`src/rtl/wavg_pkg.sv`:
```
package wavg_pkg;
  typedef enum logic [1:0] {
    ST_IDLE = 2'd0,
    ST_ACC  = 2'd1,
    ST_FIN  = 2'd2,
    ST_DIV  = 2'd3
  } wavg_state_e;
endpackage

```
`src/rtl/wavg_ctrl.sv`:
```
module wavg_ctrl
  import wavg_pkg::*;
#(
  parameter int N_SETS = 8,
  parameter int IDX_W  = 3
) (
  input  logic             clk_i,
  input  logic             rst_ni,
  input  logic             start_i,
  input  logic             den_zero_i,
  input  logic             div_last_i,
  output wavg_state_e      state_o,
  output logic [IDX_W-1:0] idx_o,
  output logic             cap_o,
  output logic             acc_en_o,
  output logic             div_load_o,
  output logic             fin_zero_o,
  output logic             fin_div_o
);
  localparam logic [IDX_W-1:0] LAST_IDX = IDX_W'(N_SETS - 1);

  wavg_state_e      state_q, state_d;
  logic [IDX_W-1:0] idx_q, idx_d;

  always_comb begin
    state_d    = state_q;
    idx_d      = idx_q;
    cap_o      = 1'b0;
    acc_en_o   = 1'b0;
    div_load_o = 1'b0;
    fin_zero_o = 1'b0;
    fin_div_o  = 1'b0;
    unique case (state_q)
      ST_IDLE: if (start_i) begin
        cap_o   = 1'b1;
        idx_d   = '0;
        state_d = ST_ACC;
      end
      ST_ACC: begin
        acc_en_o = 1'b1;
        if (idx_q == LAST_IDX) state_d = ST_FIN;
        else                   idx_d   = idx_q + 1'b1;
      end
      ST_FIN: begin
        if (den_zero_i) begin
          fin_zero_o = 1'b1;
          state_d    = ST_IDLE;
        end else begin
          div_load_o = 1'b1;
          state_d    = ST_DIV;
        end
      end
      ST_DIV: if (div_last_i) begin
        fin_div_o = 1'b1;
        state_d   = ST_IDLE;
      end
      default: state_d = ST_IDLE;
    endcase
  end

  always_ff @(posedge clk_i or negedge rst_ni) begin
    if (!rst_ni) begin
      state_q <= ST_IDLE;
      idx_q   <= '0;
    end else begin
      state_q <= state_d;
      idx_q   <= idx_d;
    end
  end

  assign state_o = state_q;
  assign idx_o   = idx_q;

  AST_ORDER_STEP: assert property (@(posedge clk_i) disable iff (!rst_ni)
    (state_q == ST_ACC && idx_q != LAST_IDX) |=> (state_q == ST_ACC && idx_q == $past(idx_q) + 1'b1));
  AST_BUSY_IGNORE: assert property (@(posedge clk_i) disable iff (!rst_ni)
    (state_q != ST_IDLE && start_i) |=> !(state_q == ST_ACC && idx_q == '0));
endmodule

```
`src/rtl/wavg_accum.sv`:
```
module wavg_accum #(
  parameter int W     = 8,
  parameter int NUM_W = 19,
  parameter int DEN_W = 11
) (
  input  logic             clk_i,
  input  logic             rst_ni,
  input  logic             clr_i,
  input  logic             en_i,
  input  logic [W-1:0]     str_i,
  input  logic [W-1:0]     pos_i,
  output logic [NUM_W-1:0] num_o,
  output logic [DEN_W-1:0] den_o,
  output logic             den_zero_o
);
  logic [NUM_W-1:0] num_q;
  logic [DEN_W-1:0] den_q;
  logic [2*W-1:0]   prod;
  logic [NUM_W:0]   num_sum;
  logic [DEN_W:0]   den_sum;
  logic             live;

  assign live    = en_i && (str_i != '0);
  // multiplier is gated so a skipped set toggles no product bits
  assign prod    = live ? str_i * pos_i : '0;
  assign num_sum = {1'b0, num_q} + (NUM_W+1)'(prod);
  assign den_sum = {1'b0, den_q} + (DEN_W+1)'(str_i);

  always_ff @(posedge clk_i or negedge rst_ni) begin
    if (!rst_ni) begin
      num_q <= '0;
      den_q <= '0;
    end else if (clr_i) begin
      num_q <= '0;
      den_q <= '0;
    end else if (live) begin
      num_q <= num_sum[NUM_W-1:0];
      den_q <= den_sum[DEN_W-1:0];
    end
  end

  assign num_o      = num_q;
  assign den_o      = den_q;
  assign den_zero_o = (den_q == '0);

  AST_NO_OVERFLOW: assert property (@(posedge clk_i) disable iff (!rst_ni)
    live |-> (!num_sum[NUM_W] && !den_sum[DEN_W]));
  AST_SKIP_ZERO: assert property (@(posedge clk_i) disable iff (!rst_ni)
    (en_i && str_i == '0 && !clr_i) |=> ($stable(num_q) && $stable(den_q)));
endmodule

```
`src/rtl/wavg_divider.sv`:
```
module wavg_divider #(
  parameter int W     = 8,
  parameter int NUM_W = 19,
  parameter int DEN_W = 11
) (
  input  logic             clk_i,
  input  logic             rst_ni,
  input  logic             load_i,
  input  logic [NUM_W-1:0] num_i,
  input  logic [DEN_W-1:0] den_i,
  output logic             last_o,
  output logic [W-1:0]     quot_o
);
  localparam int CNT_W = $clog2(NUM_W + 1);
  localparam logic [CNT_W-1:0] LAST_CNT = CNT_W'(NUM_W - 1);

  logic [DEN_W-1:0] rem_q;
  logic [NUM_W-1:0] dvd_q, dvd_nxt;
  logic [CNT_W-1:0] cnt_q;
  logic             busy_q;
  logic [DEN_W:0]   shifted, diff, rem_nxt;
  logic             ge;

  assign shifted = {rem_q, dvd_q[NUM_W-1]};
  assign ge      = shifted >= {1'b0, den_i};
  assign diff    = shifted - {1'b0, den_i};
  assign rem_nxt = ge ? diff : shifted;
  // quotient bits shift into the dividend register as its bits are consumed
  assign dvd_nxt = {dvd_q[NUM_W-2:0], ge};
  assign last_o  = busy_q && (cnt_q == LAST_CNT);
  assign quot_o  = dvd_nxt[W-1:0];

  always_ff @(posedge clk_i or negedge rst_ni) begin
    if (!rst_ni) begin
      rem_q  <= '0;
      dvd_q  <= '0;
      cnt_q  <= '0;
      busy_q <= 1'b0;
    end else if (load_i) begin
      rem_q  <= '0;
      dvd_q  <= num_i;
      cnt_q  <= '0;
      busy_q <= 1'b1;
    end else if (busy_q) begin
      rem_q  <= rem_nxt[DEN_W-1:0];
      dvd_q  <= dvd_nxt;
      cnt_q  <= cnt_q + 1'b1;
      busy_q <= !last_o;
    end
  end

  AST_REM_RANGE: assert property (@(posedge clk_i) disable iff (!rst_ni)
    busy_q |-> (rem_nxt[DEN_W] == 1'b0));
  AST_QUOT_FIT: assert property (@(posedge clk_i) disable iff (!rst_ni)
    last_o |-> (dvd_nxt[NUM_W-1:W] == '0));
endmodule

```
`src/rtl/wavg_defuzz.sv`:
```
module wavg_defuzz
  import wavg_pkg::*;
#(
  parameter int N_SETS = 8,
  parameter int W      = 8
) (
  input  logic              clk_i,
  input  logic              rst_ni,
  input  logic              start_i,
  input  logic [N_SETS*W-1:0] strength_i,
  input  logic [N_SETS*W-1:0] singleton_i,
  output logic [W-1:0]      crisp_o,
  output logic              done_o
);
  localparam int IDX_W = (N_SETS > 1) ? $clog2(N_SETS) : 1;
  localparam int DEN_W = W + IDX_W;
  localparam int NUM_W = 2 * W + IDX_W;

  wavg_state_e      state;
  logic [IDX_W-1:0] idx;
  logic             cap, acc_en, div_load, fin_zero, fin_div, den_zero, div_last;
  logic [W-1:0]     str_q [N_SETS];
  logic [W-1:0]     pos_q [N_SETS];
  logic [W-1:0]     cur_str, cur_pos, quot;
  logic [NUM_W-1:0] num;
  logic [DEN_W-1:0] den;
  logic [W-1:0]     crisp_q;
  logic             done_q;

  for (genvar k = 0; k < N_SETS; k++) begin : g_cap
    always_ff @(posedge clk_i or negedge rst_ni) begin
      if (!rst_ni) begin
        str_q[k] <= '0;
        pos_q[k] <= '0;
      end else if (cap) begin
        str_q[k] <= strength_i[k*W +: W];
        pos_q[k] <= singleton_i[k*W +: W];
      end
    end
  end

  assign cur_str = str_q[idx];
  assign cur_pos = pos_q[idx];

  wavg_ctrl #(.N_SETS(N_SETS), .IDX_W(IDX_W)) u_ctrl (
    .clk_i, .rst_ni, .start_i,
    .den_zero_i (den_zero),
    .div_last_i (div_last),
    .state_o    (state),
    .idx_o      (idx),
    .cap_o      (cap),
    .acc_en_o   (acc_en),
    .div_load_o (div_load),
    .fin_zero_o (fin_zero),
    .fin_div_o  (fin_div)
  );

  wavg_accum #(.W(W), .NUM_W(NUM_W), .DEN_W(DEN_W)) u_accum (
    .clk_i, .rst_ni,
    .clr_i      (cap),
    .en_i       (acc_en),
    .str_i      (cur_str),
    .pos_i      (cur_pos),
    .num_o      (num),
    .den_o      (den),
    .den_zero_o (den_zero)
  );

  wavg_divider #(.W(W), .NUM_W(NUM_W), .DEN_W(DEN_W)) u_div (
    .clk_i, .rst_ni,
    .load_i (div_load),
    .num_i  (num),
    .den_i  (den),
    .last_o (div_last),
    .quot_o (quot)
  );

  always_ff @(posedge clk_i or negedge rst_ni) begin
    if (!rst_ni) begin
      crisp_q <= '0;
      done_q  <= 1'b0;
    end else begin
      done_q <= fin_zero || fin_div;
      if (fin_zero)     crisp_q <= '0;
      else if (fin_div) crisp_q <= quot;
    end
  end

  assign crisp_o = crisp_q;
  assign done_o  = done_q;

  AST_DONE_PULSE: assert property (@(posedge clk_i) disable iff (!rst_ni)
    done_q |=> !done_q);
  AST_HOLD: assert property (@(posedge clk_i) disable iff (!rst_ni)
    (state == ST_IDLE) |=> $stable(crisp_q));
  AST_ZERO_DEN: assert property (@(posedge clk_i) disable iff (!rst_ni)
    (state == ST_FIN && den_zero) |=> (done_q && crisp_q == '0));
  AST_ONE_SOURCE: assert property (@(posedge clk_i) disable iff (!rst_ni)
    !(fin_zero && fin_div));
endmodule

```
`config.mk`:
```
export PLATFORM = sky130hd
export DESIGN_NAME = wavg_defuzz
export DESIGN_NICKNAME = d
export VERILOG_FILES = /design/src/rtl/wavg_pkg.sv /design/src/rtl/wavg_ctrl.sv /design/src/rtl/wavg_accum.sv /design/src/rtl/wavg_divider.sv /design/src/rtl/wavg_defuzz.sv
export SDC_FILE = /design/constraint.sdc
export NUM_CORES = 1
export LEC_CHECK = 0
export ABC_AREA = 1
export BUFFER_PORTS_ARGS = -buffer_cell sky130_fd_sc_hd__buf_2
export CAP_MARGIN = 20
export CORE_MARGIN = 2
export CORE_UTILIZATION = 65
export CTS_BUF_LIST = sky130_fd_sc_hd__clkbuf_16
export CTS_CLUSTER_DIAMETER = 60
export DETAILED_ROUTE_END_ITERATION = 12
export PLACE_DENSITY = 0.92
export RECOVER_POWER = 50
export SLEW_MARGIN = 20
export SYNTH_ARGS = -nofsm -noshare
export SYNTH_HDL_FRONTEND = slang
export SYNTH_SLANG_ARGS = --single-unit
```
`constraint.sdc`:
```
create_clock -name clk_i -period 9.35 [get_ports clk_i]
set_input_delay 0.4675 -clock clk_i [delete_from_list [all_inputs] [get_ports clk_i]]
set_output_delay 0.4675 -clock clk_i [all_outputs]
set_load 0.05 [all_outputs]
```
======== Yosys cells after proc, flatten, opt, wreduce, memory -nomap -nowiden ========
Index checks and enable logic that the tools add are counted.
word-level totals
  register bits after elaboration ......... 208
  output and inout bits ................... 9
  word-level logic and storage cells ...... 96
  input port bits ......................... 131
cells by class
  bitwise logic cells ..................... 1
  equal/unequal tests ..................... 9
  reduce and logical (&&, ||, !) cells .... 13
  $lt $le $gt $ge ......................... 2
  add/subtract/negate cells ............... 5
  multiply operators ...................... 1
  mux-type cells .......................... 39
operators with widths
  kind                 count
  $mux 19              4
  $mux 11              5
  $bmux 8 s3           2
  $mux 8               6
  $add 19x16->19       1
  $mul 8x8->16         1
  $mux 16              1
  $ge 12x11->1         1
  $add 11x8->11        1
  $logic_not 11->1     1
  $mux 1               11
  $sub 11x11->11       1
  $mux 5               2
  $mux 2               4
  $pmux 2 s4           1
  $reduce_bool 2->1    4
  $reduce_bool 8->1    1
  $mux 3               2
  $pmux 3 s2           1
  $reduce_and 3->1     2
  $add 5x1->5 const B  1
  $eq 5x5->1 const B   1
  $eq 2x2->1 const B   2
  $ge 4x4->1 const B   1
  10 further kinds     13

======== Logic depth before layout (Yosys ltp) ========
Gate-level depths: netlist of the first run.
  depth in word-level cells ............... 10
  mapped depth ............................ 40
  gate-level depth less buffers ........... 37

======== By module ========
From an unflattened synthesis of the first run, not the netlist that was laid out.
second synthesis, totals
  cells, all modules ...................... 2008
  area, all modules ....................... 14737.9 um^2
by module, submodules not included
  module        cells each  area each (um^2)  times used  sequential area each (um^2)
  wavg_defuzz   875         6849.1            1           3428.3
  wavg_accum    732         5042.3            1           750.7
  wavg_divider  357         2521.2            1           900.9
  wavg_ctrl     44          325.3             1           125.1

======== Worst setup path before layout of the first run ========
Ideal clock, no wire load.
  path type ............................... register -> register
  start point ............................. register u_ctrl.idx_q[0] (netlist: u_ctrl.idx_o[0])
  end point ............................... register u_accum.num_q[18] (netlist: u_accum.num_o[18])
  clock period less this slack ............ 6.026 ns
  stages on the path, launching flop included .. 39
  arrival time ............................ 5.909 ns
  slack ................................... 3.324 ns
  path buffers ............................ 4
  data required time ...................... 9.233 ns
  library setup time ...................... 0.117 ns
  path through ............................ dfrtp_1 buf_6 buf_6 buf_6 buf_2 o21ai_0 o22ai_1 mux2i_2 nor2_1 fa_1 inv_1 fa_1 inv_1 fa_1 inv_1 fa_1 inv_1 ha_1 [... 3 more ...] o211ai_1 nand2_1 nand3_1 nand2_1 nand3_1 nor2_1 ha_1 nand2_1 nor2_1 inv_1 nor2_1 nand3_1 nand3_1 nand2_1 nand2_1 nor2_1 nand2_1 nand2_1
between the ends
  cells in the longest elaborated chain, start to end .. 10
  elaborated cells between the ends (all ways) .. 15
  classes of those cells .................. add/sub: 1; mul: 1; mux: 9; bitwise: 1; reduce/logical: 3
ends and longest elaborated chain
  element                                                 RTL line                              source
  start: declaration                                      wavg_ctrl.sv:23                       logic [IDX_W-1:0] idx_q, idx_d;
  start signal: assignment                                wavg_ctrl.sv:67                       idx_q <= idx_d;
  $not 3->4 (implied by the code) *                       wavg_defuzz.sv:42, wavg_defuzz.sv:43
  branches (longest 9 deep; another with $add 19x16->19)  n/a
  end signal: assignment                                  wavg_accum.sv:37                      num_q <= num_sum[NUM_W-1:0];
  end: declaration                                        wavg_accum.sv:16                      logic [NUM_W-1:0] num_q;
Mark *: on every way between the ends. The select of a mux whose other input is x is not followed.
A chain may end at the register's enable or synchronous reset.

======== Final worst setup path of the first run ========
Same ends and word-level chain as after synthesis.

==> results.md, run 1 <==
* Synth top cells by count: 641 x nand2_1, 208 x dfrtp_1, 198 x inv_1
* Initial antenna violation count at 0
* Max transition margin at -1.957
* Die height at 150.1 um
* Syn-to-layout area delta at 9.972%
* Slowest CP cell: dfrtp_2
* Avg WL per Cell at 15.77 um
* Setup tns final at 0 ps
* Max_cap viols at 3
* WP data arrival at 7630 ps
* Crit path required time at 9740 ps
* Post-route ant nets at 0
* Yosys top cell area share at 0.3754
* Post-synth EDFFs at 0
* Grt total ovfl at 0
* Fin. Hold Viols at 0
* Nets at 2222
* Failing checks: capacitance limit, slew limit
* Core footprint at 0.02096 mm^2
* Ys Warns at 0
* Worst skew pair latency at 500 ps
* Layout cell share with drive strength beyond 1 at 0.1116
* FF+latch count, synth at 208
* Gate count after technology mapping at 1882
* Finished Layout Cells at 2265
* Crit path max-delay family: adder cells
* Dpl hpwl at 25690 um
* Number of cell rows at 53
* Unrepaired setup endpoints after global routing: false
* Clock sinks at 208
* Final setup vio count at 0
* Placed Area at 0.01460 mm^2
* Top-level I/O count at 140
* CP Class: flop to flop
* Routed WL at 35710 um
* Worst hold path class: input port to flop
* Die area at 0.02252 mm^2
* CP max stage delay at 1060 ps
* Port buffer count at 139
* Fin worst setup slack at 2118 ps
* Clock buffer depth at 3
* CTS tree: yes
* Root Driver: clkbuf_16
* Drt initial violations at 1106
* Tightest Pin Transition at 4435 ps
* Num CTS Buffers at 23
* Initial core utilization at 0.6616
* Fin crit share at 0.7734
* DRT Pass-1 Iters at 8
* Via count at 12840
* Number of diodes at 0
* Synth Flop Type: dfrtp_1
* Postcts setup bufs at 0
* Buffers & Inverters on Critical Path at 7
* Post-cts resize count at 0
* Outcome: complete, but fails checks
* GRT Overall Usage at 0.3260
* Die width at 150.1 um
* Worst-path clk slew at 60 ps
* Async SR Flop Fraction at 1.000
* Cell taking the most area after synthesis: dfrtp_1
* Seq/Total Area, Yosys at 0.3754
* Largest net degree at the start of global routing at 114
* Fmax at 138.3 MHz
* GP Congestion at 0.9453
* Min Tclk post-route at 7232 ps
* CP Max Fanout at 59
* Clk_skew at 11.27 ps
* Post-synthesis net count at 2127
* Netlist Area Pre-Place at 0.01386 mm^2
* CTS HTree Levels at 1
* DRC viols at 0
* Via-per-instance ratio at 5.669
* Setup slack at placement at 2212 ps
* Most common cell on crit path: nand2_1
* Post-route cell area at 0.01525 mm^2
* Pins over their slew limit at 213
* First-pass GRT wire length at 59310 um
* Count leader, synth: nand2_1
* Worst setup SP type: flop
* Yosys cell types at 40
* Inst Count DP at 2227
* Mean post-synth cell area at 7.367 um^2
* Vias in the first global route at 12510
* Hold-fix buffers, CTS at 0
* Critical Path Sink Type: flop
* Dominant cells by area after synthesis: dfrtp_1 38%, nand2_1 17%, ha_1 6.8%, nand3_1 6.0%, fa_1 5.6%
## kinds of logic (layout without fill, tap and decap cells)
logic type / count (synthesis) / count (layout) / synth area share
XOR/XNOR: 30 / 30 / 0.01895
AO/OA/AOI/OAI: 171 / 171 / 0.06687
adder cells (fa/ha/maj): 114 / 114 / 0.1240
AND/OR/NAND/NOR: 1074 / 1074 / 0.3268
multiplexers: 4 / 4 / 0.003971
buffers and inverters: 281 / 389 / 0.08402
flip-flops: 208 / 208 / 0.3754
## worst reg2reg max path: cells and delay by family, from the launching register on
family / cells / cell delay [ps]
AO/OA/AOI/OAI: 3 / 600
adder cells (fa/ha/maj): 6 / 2800
buffers and inverters: 7 / 670
flip-flops: 1 / 1060
multiplexers: 1 / 380
AND/OR/NAND/NOR: 18 / 1620
## placed cells by master, fill, tap and decap left out, types with 7 or more instances in the layout
cell type	count
a21oi_1	34
buf_2	134
clkbuf_1	7
clkbuf_16	23
clkinv_1	8
dfrtp_1	207
fa_1	39
ha_1	75
inv_1	201
nand2_1	641
nand3_1	166
nand3_2	14
nand3b_1	12
nand4_1	16
nor2_1	179
nor3_1	13
o211ai_1	10
o21ai_0	98
o22ai_1	15
or2_2	12
xnor2_1	11
xor2_1	19
## through the flow
stage,hold slack [ps],utilization
global placement,449.0,0.6963
floorplan,171.9,-
global route,163.6,0.7276
CTS,31.54,0.7287
finish,166.6,0.7276
detailed placement,453.8,0.6965
## area by class of cell
class                      instances  area (um^2)
clock buffer                      23        575.6
clock inverter                    15        98.84
fill                            1597         5708
inverter                         204        770.7
multi-input combinational       1393         7510
sequential                       208         5206
tap                              275        344.1
timing repair buffer             147        742.0
## final timing paths
path,startpoint,to,slack [ps],cells past startpoint
setup / recovery,u_ctrl.idx_o[0],u_accum.num_o[18],2120,35
hold / removal,singleton_i[0],pos_q[56],170,3
setup reg to reg,u_ctrl.idx_o[0],u_accum.num_o[18],2120,35
hold reg to reg,pos_q[21],pos_q[21],470,2
max in group asynchronous,rst_ni,u_accum.num_o[14],2940,2
min in group asynchronous,rst_ni,str_q[6],1540,1
## state kept, by name, indices dropped and copies added, names as in the netlist
| signal | count |
|---|---|
| u_div.cnt_q | 5 |
| pos_q | 64 |
| u_ctrl.idx_o | 3 |
| u_div.rem_q | 11 |
| u_accum.num_o | 19 |
| u_div.dvd_q | 19 |
| crisp_o | 8 |
| str_q | 64 |
| u_ctrl.state_o | 2 |
| u_accum.den_o | 11 |
| done_o | 1 |
| u_div.busy_q | 1 |
## metal layers
layer / wire [um] / global-route usage / vias to the layer above
met5: 0 / 0 / -
met4: 1351 / 0.1217 / 0
met3: 2469 / 0.04634 / 118
met2: 16980 / 0.5502 / 519
met1: 14910 / 0.4287 / 6064
li1: - / - / 6140
Power of run 1 is not shown: default switching activity piles up to over one toggle a cycle in this logic, so the estimate is an artifact.
==> inputs of run 2 (changes only) <==
CORE_UTILIZATION = 60   (was 65)
PLACE_DENSITY = 0.86   (was 0.92)
clock period = 6.75 ns   (was 9.35 ns; I/O delays follow)
==> run 2 against run 1 <==
Net effect:
- the flow still finishes with violations (capacitance limit, slew limit)
- cell area grew 3.8%
- flip-flop and latch count is the same
- final cell count grew 1.8%
- sequential share of layout area shrank 1.2 points
- via count grew 2.5%
- global-route usage shrank 2.7 points
- clock-buffer cell count grew 2
- die area grew 8.1%
- non-clock buffer count grew 23
- setup slack lost 1800 ps
- critical path depth is the same
- register-to-register slack lost 1800 ps
==> results.md, run 2 (same netlist as run 1, synthesis figures left out) <==
* Worst-path clk slew at 60 ps (about the same)
* Setup slack at placement at 123.5 ps (was 2212 ps)
* Port buffer count at 139 (unchanged)
* Syn-to-layout area delta at 14.14% (was 9.972%)
* Via-per-instance ratio at 5.709 (was 5.669)
* Min Tclk post-route at 6429 ps (was 7232 ps)
* Root Driver: clkbuf_16 (unchanged)
* Die width at 156.0 um (was 150.1 um)
* Inst Count DP at 2243 (was 2227)
* CTS tree: yes (unchanged)
* Clock sinks at 208 (unchanged)
* DRT Pass-1 Iters at 6 (was 8)
* CP max stage delay at 580 ps (was 1060 ps)
* Unrepaired setup endpoints after global routing: true (was false)
* Most frequent cells in the layout: 641 x nand2_1, 206 x dfrtp_1, 197 x inv_1 (was 641 x nand2_1, 207 x dfrtp_1, 201 x inv_1)
* Worst hold path class: input port to flop (unchanged)
* Drt initial violations at 1260 (was 1106)
* Num CTS Buffers at 24 (was 23)
* Via count at 13160 (was 12840)
* Number of diodes at 0 (unchanged)
* CP Max Fanout at 19 (was 59)
* Post-route ant nets at 0 (unchanged)
* Die area at 0.02434 mm^2 (was 0.02252 mm^2)
* WP data arrival at 6840 ps (was 7630 ps)
* GRT Overall Usage at 0.2993 (was 0.3260)
* Final setup vio count at 0 (unchanged)
* Fin worst setup slack at 321.0 ps (was 2118 ps)
* Nets at 2247 (was 2222)
* CP Class: flop to flop (unchanged)
* Initial antenna violation count at 0 (unchanged)
* Die height at 156.0 um (was 150.1 um)
* Crit path required time at 7160 ps (was 9740 ps)
* Dpl hpwl at 24920 um (was 25690 um)
* Worst skew pair latency at 530 ps (was 500 ps)
* Outcome: complete, but fails checks (unchanged)
* Core footprint at 0.02264 mm^2 (was 0.02096 mm^2)
* Largest net degree at the start of global routing at 124 (was 114)
* Avg WL per Cell at 16.14 um (was 15.77 um)
* Vias in the first global route at 12680 (was 12510)
* Pins over their slew limit at 124 (was 213)
* Failing checks: capacitance limit, slew limit (unchanged)
* Most common cell on crit path: nand2_1 (unchanged)
* Max transition margin at -2.793 (was -1.957)
* First-pass GRT wire length at 59800 um (was 59310 um)
* CTS HTree Levels at 1 (unchanged)
* Fmax at 155.5 MHz (was 138.3 MHz)
* Fin. Hold Viols at 0 (unchanged)
* Finished Layout Cells at 2305 (was 2265)
* Max_cap viols at 1 (was 3)
* Number of cell rows at 55 (was 53)
* Slowest CP cell: fa_1 (was dfrtp_2)
* DRC viols at 0 (unchanged)
* Grt total ovfl at 0 (unchanged)
* Critical Path Sink Type: flop (unchanged)
* Most common cell after layout, fill and taps aside: nand2_1 (unchanged)
* Initial core utilization at 0.6124 (was 0.6616)
* Layout cell share with drive strength beyond 1 at 0.1322 (was 0.1116)
* Clk_skew at 17.77 ps (was 11.27 ps)
* Setup tns final at 0 ps (unchanged)
* GP Congestion at 0.9956 (was 0.9453)
* Clock buffer depth at 3 (unchanged)
* Top-level I/O count at 140 (unchanged)
* Fin crit share at 0.9524 (was 0.7734)
* Worst setup SP type: flop (unchanged)
* Regs by FF count: pos_q (64), str_q (64) (unchanged)
* Routed WL at 37210 um (was 35710 um)
* Tightest Pin Transition at 5689 ps (was 4435 ps)
## run 2: changes by cell type in the layout (fill, tap and decap cells not counted), sizes merged
cell           previous run  this run
clkbuf                   30        37
clkinv                   11        13
inv                     207       204
dlygate4sd3               0         2
clkinvlp                  0         2
buf                     140       155
bufinv                    1         5
clkdlybuf4s25             0         1
## run 2: routing by layer
layer,share of wire,track usage,vias up
met1,0.40,0.3934,6150
met4,0.041,0.1005,0
li1,-,-,6193
met5,0,0,-
met2,0.47,0.5139,678
met3,0.085,0.04000,139
## run 2: worst paths after layout
path / depth (start not counted) / from / slack, ps / endpoint
min in group asynchronous: 1 / rst_ni / 2140 / str_q[2]
hold reg to reg: 2 / pos_q[9] / 470 / pos_q[9]
setup reg to reg: 35 / u_ctrl.idx_o[0] / 320 / u_accum.num_o[18]
hold / removal: 3 / singleton_i[42] / 8 / pos_q[18]
setup / recovery: 35 / u_ctrl.idx_o[0] / 320 / u_accum.num_o[18]
max in group asynchronous: 1 / rst_ni / 1350 / u_div.dvd_q[14]
## run 2: worst max-delay path: cells and delay by family (launching register included)
family	cells	cell delay, ps
buf+inv	6	670
mux	1	270
compound gates	3	490
flops	1	490
simple gates	19	1650
fa+ha+maj	6	2740
## run 2: area by class of cell
type | count | area, um^2
clock inverter | 19 | 225.2
timing repair buffer | 170 | 1006
inverter | 204 | 794.5
clock buffer | 25 | 625.6
tap | 285 | 356.6
timing repair inverter | 1 | 16.27
fill | 1730 | 6815
multi-input combinational | 1393 | 7591
sequential | 208 | 5210
## run 2: repair_timing
| item | 4_1_cts | 5_1_grt |
|---|---|---|
| setup endpoints to repair | 0 | 9 |
| setup buffers | 0 | 12 |
| hold endpoints to repair | 2 | 0 |
| hold buffers | 2 | 0 |
| gates resized for setup | 0 | 36 |
## run 2: stage by stage
step	hold WS, ps	utilization	instance area, um^2
2_1_floorplan	41.91	-	13860
3_3_place_gp	450.5	0.6475	14660
3_5_place_dp	454.6	0.6475	14660
4_1_cts	1.252	0.6860	15530
5_1_grt	15.87	0.6990	15830
6_report	8.312	0.6990	15830
Power of run 2 is left out for the same reason.
